==> src/rtl/dbg_seq_pkg.sv <==
package dbg_seq_pkg;

    localparam logic [7:0] OPC_RD_B = 8'hE0;
    localparam logic [7:0] OPC_RD_W = 8'hE8;
    localparam logic [7:0] OPC_WR_B = 8'hC0;
    localparam logic [7:0] OPC_WR_W = 8'hC8;

    typedef enum logic [3:0] {
        ST_OPC,
        ST_AHI,
        ST_ALO,
        ST_DHI,
        ST_DLO,
        ST_WAIT,
        ST_ACC,
        ST_TXH,
        ST_TXL
    } seq_st_e;

    typedef struct packed {
        seq_st_e     st;
        logic        wr;
        logic        wide;
        logic        stall;
        logic        tmo;
        logic [15:0] addr;
        logic [15:0] wdata;
        logic [15:0] rdata;
    } seq_s;

endpackage

==> src/rtl/dbg_opc_decode.sv <==
module dbg_opc_decode
    import dbg_seq_pkg::*;
(
    input  logic [7:0] opc,
    output logic       known,
    output logic       is_wr,
    output logic       is_wide
);
    always_comb begin
        known   = 1'b1;
        is_wr   = 1'b0;
        is_wide = 1'b0;
        case (opc)
            OPC_RD_B: ;
            OPC_RD_W: is_wide = 1'b1;
            OPC_WR_B: is_wr = 1'b1;
            OPC_WR_W: begin
                is_wr   = 1'b1;
                is_wide = 1'b1;
            end
            default:  known = 1'b0;
        endcase
    end
endmodule

==> src/rtl/dbg_idle_wait.sv <==
module dbg_idle_wait #(
    parameter  int LIMIT = 128,
    localparam int CW    = (LIMIT > 2) ? $clog2(LIMIT) : 1
) (
    input  logic clk,
    input  logic rst_n,
    input  logic arm,
    input  logic bus_idle,
    output logic go,
    output logic expired
);
    logic [CW-1:0] cnt_d, cnt_q;
    logic          last;

    always_comb begin
        last    = (cnt_q == CW'(LIMIT - 1));
        expired = arm && !bus_idle && last;
        go      = arm && (bus_idle || last);
        cnt_d   = (arm && !go) ? cnt_q + 1'b1 : '0;
    end

    always_ff @(posedge clk or negedge rst_n) begin
        if (!rst_n) cnt_q <= '0;
        else        cnt_q <= cnt_d;
    end

    // the wait never ends while the bus is busy before the limit
    p_wait_bound_r4: assert property (@(posedge clk) disable iff (!rst_n)
        (arm && !bus_idle && !last) |-> !go);
endmodule

==> src/rtl/dbg_cmd_seq.sv <==
module dbg_cmd_seq
    import dbg_seq_pkg::*;
#(
    parameter int IDLE_LIMIT = 128
) (
    input  logic        clk,
    input  logic        rst_n,
    input  logic [7:0]  rx_byte,
    input  logic        rx_valid,
    output logic [7:0]  tx_byte,
    output logic        tx_valid,
    input  logic        bus_idle,
    output logic        bus_req,
    output logic        bus_we,
    output logic        bus_size,
    output logic [15:0] bus_addr,
    output logic [15:0] bus_wdata,
    input  logic [15:0] bus_rdata,
    input  logic        bus_ready,
    output logic        cpu_freeze,
    output logic        idle_timeout
);
    seq_s q, d;
    logic dec_known, dec_wr, dec_wide;
    logic wait_go, wait_exp;

    dbg_opc_decode u_dec (
        .opc     (rx_byte),
        .known   (dec_known),
        .is_wr   (dec_wr),
        .is_wide (dec_wide)
    );

    dbg_idle_wait #(.LIMIT(IDLE_LIMIT)) u_wait (
        .clk      (clk),
        .rst_n    (rst_n),
        .arm      (q.st == ST_WAIT),
        .bus_idle (bus_idle),
        .go       (wait_go),
        .expired  (wait_exp)
    );

    always_comb begin
        d = q;
        case (q.st)
            ST_OPC: if (rx_valid && dec_known) begin
                d.tmo  = 1'b0;
                d.wr   = dec_wr;
                d.wide = dec_wide;
                d.st   = ST_AHI;
            end
            ST_AHI: if (rx_valid) begin
                d.addr[15:8] = rx_byte;
                d.st         = ST_ALO;
            end
            ST_ALO: if (rx_valid) begin
                d.addr[7:0] = rx_byte;
                d.wdata     = '0;
                if (!q.wr)       d.st = ST_WAIT;
                else if (q.wide) d.st = ST_DHI;
                else             d.st = ST_DLO;
            end
            ST_DHI: if (rx_valid) begin
                d.wdata[15:8] = rx_byte;
                d.st          = ST_DLO;
            end
            ST_DLO: if (rx_valid) begin
                d.wdata[7:0] = rx_byte;
                d.st         = ST_WAIT;
            end
            ST_WAIT: if (wait_go) begin
                d.tmo = wait_exp;
                d.st  = ST_ACC;
            end
            ST_ACC: begin
                if (bus_ready) begin
                    d.stall = 1'b0;
                    if (q.wr) begin
                        d.st = ST_OPC;
                    end else begin
                        d.rdata = bus_rdata;
                        d.st    = q.wide ? ST_TXH : ST_TXL;
                    end
                end else begin
                    d.stall = 1'b1;
                end
            end
            ST_TXH:  d.st = ST_TXL;
            ST_TXL:  d.st = ST_OPC;
            default: d.st = ST_OPC;
        endcase
    end

    always_ff @(posedge clk or negedge rst_n) begin
        if (!rst_n) begin
            q    <= '0;
            q.st <= ST_OPC;
        end else begin
            q <= d;
        end
    end

    always_comb begin
        tx_valid     = (q.st == ST_TXH) || (q.st == ST_TXL);
        tx_byte      = (q.st == ST_TXH) ? q.rdata[15:8] : q.rdata[7:0];
        bus_req      = (q.st == ST_ACC);
        bus_we       = q.wr;
        bus_size     = q.wide;
        bus_addr     = q.addr;
        bus_wdata    = q.wdata;
        cpu_freeze   = (q.st == ST_ACC) && q.stall;
        idle_timeout = q.tmo;
    end

    // request and its fields held until ready
    p_req_hold_r5: assert property (@(posedge clk) disable iff (!rst_n)
        (bus_req && !bus_ready) |=> (bus_req && $stable(bus_addr)
                                     && $stable(bus_wdata) && $stable(bus_we)));

    // request released after ready
    p_req_release_r5: assert property (@(posedge clk) disable iff (!rst_n)
        (bus_req && bus_ready) |=> !bus_req);

    // a one-cycle access never freezes the processor
    p_no_freeze_first_r6: assert property (@(posedge clk) disable iff (!rst_n)
        $rose(bus_req) |-> !cpu_freeze);

    // every extra access cycle freezes
    p_freeze_on_wait_r6: assert property (@(posedge clk) disable iff (!rst_n)
        (bus_req && !bus_ready) |=> cpu_freeze);

    // no freeze outside an access
    p_freeze_in_access_r6: assert property (@(posedge clk) disable iff (!rst_n)
        cpu_freeze |-> bus_req);

    // an access starts only after a dead cycle or an expired wait
    p_issue_after_idle_r3: assert property (@(posedge clk) disable iff (!rst_n)
        $rose(bus_req) |-> ($past(bus_idle) || idle_timeout));

    // the transmit pair is never split by a bus access
    p_tx_excl_r7: assert property (@(posedge clk) disable iff (!rst_n)
        tx_valid |-> !bus_req);
endmodule

==> config.mk <==
export PLATFORM = sky130hd
export DESIGN_NAME = dbg_cmd_seq
export DESIGN_NICKNAME = d
export VERILOG_FILES = /design/src/rtl/dbg_seq_pkg.sv /design/src/rtl/dbg_opc_decode.sv /design/src/rtl/dbg_idle_wait.sv /design/src/rtl/dbg_cmd_seq.sv
export SDC_FILE = /design/constraint.sdc
export NUM_CORES = 1
export LEC_CHECK = 0
export BUFFER_PORTS_ARGS = -buffer_cell sky130_fd_sc_hd__buf_2
export CAP_MARGIN = 20
export CORE_UTILIZATION = 40
export CTS_CLUSTER_DIAMETER = 80
export DETAILED_ROUTE_END_ITERATION = 10
export GPL_TIMING_DRIVEN = 0
export SYNTH_ARGS = -nofsm -noshare
export SYNTH_HDL_FRONTEND = slang
export SYNTH_SLANG_ARGS = --single-unit
==> constraint.sdc <==
create_clock -name clk -period 3.65 [get_ports clk]
set_clock_uncertainty 0.15 [all_clocks]
set_input_delay 0.1825 -clock clk [delete_from_list [all_inputs] [get_ports clk]]
set_output_delay 0.1825 -clock clk [all_outputs]
set_load 0.02 [all_outputs]
==> flow_summary.json <==
{
  "rr_startpoint": "q[55]",
  "min_path_type": "in2reg",
  "clock-sinks": 63,
  "synth_edf_count": 0,
  "synth_flop_cell": "dfrtp_1",
  "fin_crit_sh": 0.634,
  "die_w_um": 90.2,
  "yosysTopAreaCellShare": 0.506,
  "cp.arrival_ns": 1.98,
  "htreeDepth": 3,
  "yosys.cell_types.count": 46,
  "antenna_found_initial": 0,
  "grtUsageTotal": 0.176,
  "fillers": 672,
  "fmax_mhz": 432,
  "worstSetupEndpoint": "tx_byte[6]",
  "final_nets": 410,
  "cts_root_buffer": "clkbuf_8",
  "endpoint_kind": "output pin",
  "finalWirelength_um": 6600,
  "gp_congestion": 0.781,
  "clockBufferDepth": 2,
  "place_area_mm2": 0.00361,
  "synth_area_per_cell_um2": 11.4,
  "num_vias": 2271,
  "path_class": "reg2out",
  "reg2reg_depth": 6,
  "vias_per_cell": 4.70,
  "synth_common_cells": "63 x dfrtp_1, 40 x mux2_2, 37 x nand2_1",
  "rsz0062_at_grt": "no",
  "relSlewSlack": 0.466,
  "setup_tns_ns": 0,
  "clkLatencyLatePin_ns": 0.33,
  "dieArea_mm2": 0.00814,
  "synth-seq-cells": 63,
  "max-cap-violations": 0,
  "setup_viol": 0,
  "period_needed_ns": 2.31,
  "synthTopCellsByArea": "dfrtp_1 51%, mux2_2 14%, buf_4 8.0%",
  "synth_top_cell_by_area": "dfrtp_1",
  "cp.required_ns": 3.32,
  "p_leak_nw": 1.96,
  "syn-num-nets": 302,
  "seq_area_frac_synth": 0.506,
  "stdcell_area_mm2": 0.00406,
  "worstSetupStartpoint": "q[54]",
  "clkTransAtPathRegs_ns": 0.07,
  "outcome": "complete, no violations",
  "drtIter0Drc": 96,
  "regToRegSetupSlack_ns": 1.58,
  "dr.pass1.iters": 5,
  "ys_async_sr_fraction": 1.00,
  "ant_nets": 0,
  "first_global_vias": 2322,
  "remaining_drc_errors": 0,
  "rows": 31,
  "tritoncts": "yes",
  "core_area_mm2": 0.00737,
  "cts_resized": 0,
  "irDropWorstVdd_v": 0.000434,
  "final_layout_size_suffix_gt1_frac": 0.474,
  "maxSlewViolCount": 0,
  "post_drt_wl_per_cell_um": 13.7,
  "yosysMostFrequentCell": "dfrtp_1",
  "netlist_instances": 272,
  "power.density_mw_per_mm2": 831,
  "grt_pass1_wl_um": 11300,
  "cts_buffers": 9,
  "tightest_slew_ns": 0.801,
  "port_buffers": 74,
  "grt_max_degree": 64,
  "antenna_cells": 0,
  "gr-total-overflow": 0,
  "timing.rr.end": "bus_addr[5]",
  "critPathMaxFanout": 10,
  "finalHoldViolCount": 0,
  "area_delta_synth_final_pct": 30.3,
  "ios": 75,
  "yosysWarnings": 0,
  "die_y_um": 90.2,
  "start_kind": "flip-flop",
  "hpwl_um": 4540,
  "syn_area_mm2": 0.00311,
  "initial_utilization": 0.422
}
## how the worst min path moves through the flow
stage	slack, ns	cells after the start	to	startpoint
after CTS	0.004	3	bus_wdata[4]	rx_byte[4]
after detailed placement	0.17	1	q[0]	rst_n
final	0.02	3	bus_wdata[6]	rx_byte[6]
after floorplan	-0.26	0	bus_addr[0]	rst_n
after global placement	0.23	2	idle_timeout	bus_idle
after global routing	0.03	2	bus_addr[4]	rx_byte[4]
## metrics by stage
step	hold WS (ns)	total power, mW	utilization	setup slack (ns)	cells
floorplan	-0.263	2.32	-	1.86	272
global placement	0.229	2.69	0.489	1.59	445
detailed placement	0.175	2.73	0.490	1.58	445
CTS	0.00398	3.40	0.550	1.33	483
global route	0.0344	3.59	0.550	1.22	483
finish	0.0157	3.37	0.550	1.34	483
## power by group
group          total (mW)  internal [mW]  leakage [nW]  switching [mW]
clock network       0.644          0.386         0.108           0.258
logic                1.60          0.783          1.06           0.814
registers            1.13          0.978         0.798           0.150
## cell usage in the layout, fill, tap and decap left out, types with 6 or more instances in the layout
| master | n |
|---|---|
| buf_2 | 74 |
| dfrtp_1 | 63 |
| mux2_2 | 40 |
| nand2_1 | 37 |
| buf_4 | 34 |
| dlygate4sd3_1 | 23 |
| o21ai_0 | 21 |
| clkbuf_8 | 13 |
| nor2_1 | 11 |
| inv_1 | 6 |
## critical path, cell delays in order, from the launching register on
cell and delay, ns:
dfrtp_1 0.46, buf_6 0.19, and2b_1 0.20, nand3_2 0.28
mux2_2 0.36, buf_2 0.16
## state kept, by name, summed over array words and instances (netlist names)
signal / count
bus_we: 1
u_wait.cnt_q: 7
bus_size: 1
bus_addr: 16
idle_timeout: 1
bus_wdata: 16
q: 21
## metal layers
metal  part of all wire  global-route usage  routed length (µm)  vias to the layer above
li1                   -                   -                   -                     1117
met1               0.45               0.229                2980                     1086
met2               0.48               0.288                3200                       57
met3              0.049              0.0347                 325                       11
met4              0.015              0.0726                  96                        0
met5                  0                   0                   0                        -
## what timing repair did
action / in CTS / in global routing
hold buffers: 23 / 0
hold endpoints to repair: 85 / 0
buffers inserted: 0 / 0
## cell type report
| type | count | area (µm²) | share of cell area |
|---|---|---|---|
| plain buffers | 41 | 309 | 0.0762 |
| clock buffers | 13 | 179 | 0.0441 |
| clock inverters | 2 | 37.5 | 0.00925 |
| inverters | 6 | 22.5 | 0.00555 |
| multi-input cells | 162 | 1200 | 0.297 |
| flip-flops and latches | 63 | 1580 | 0.389 |
| well taps | 99 | 124 | 0.0305 |
| repair buffers | 97 | 603 | 0.149 |
## cells by family after synthesis
group | after synthesis | share of synthesized area
AND/OR/NAND/NOR | 78 | 0.139
flip-flops | 63 | 0.506
buffers and inverters | 47 | 0.107
multiplexers | 42 | 0.153
AO/OA/AOI/OAI | 35 | 0.0740
XOR/XNOR | 6 | 0.0169
adder cells (fa/ha/maj) | 1 | 0.00402
Note: power is estimated with default switching activity, not from simulation.
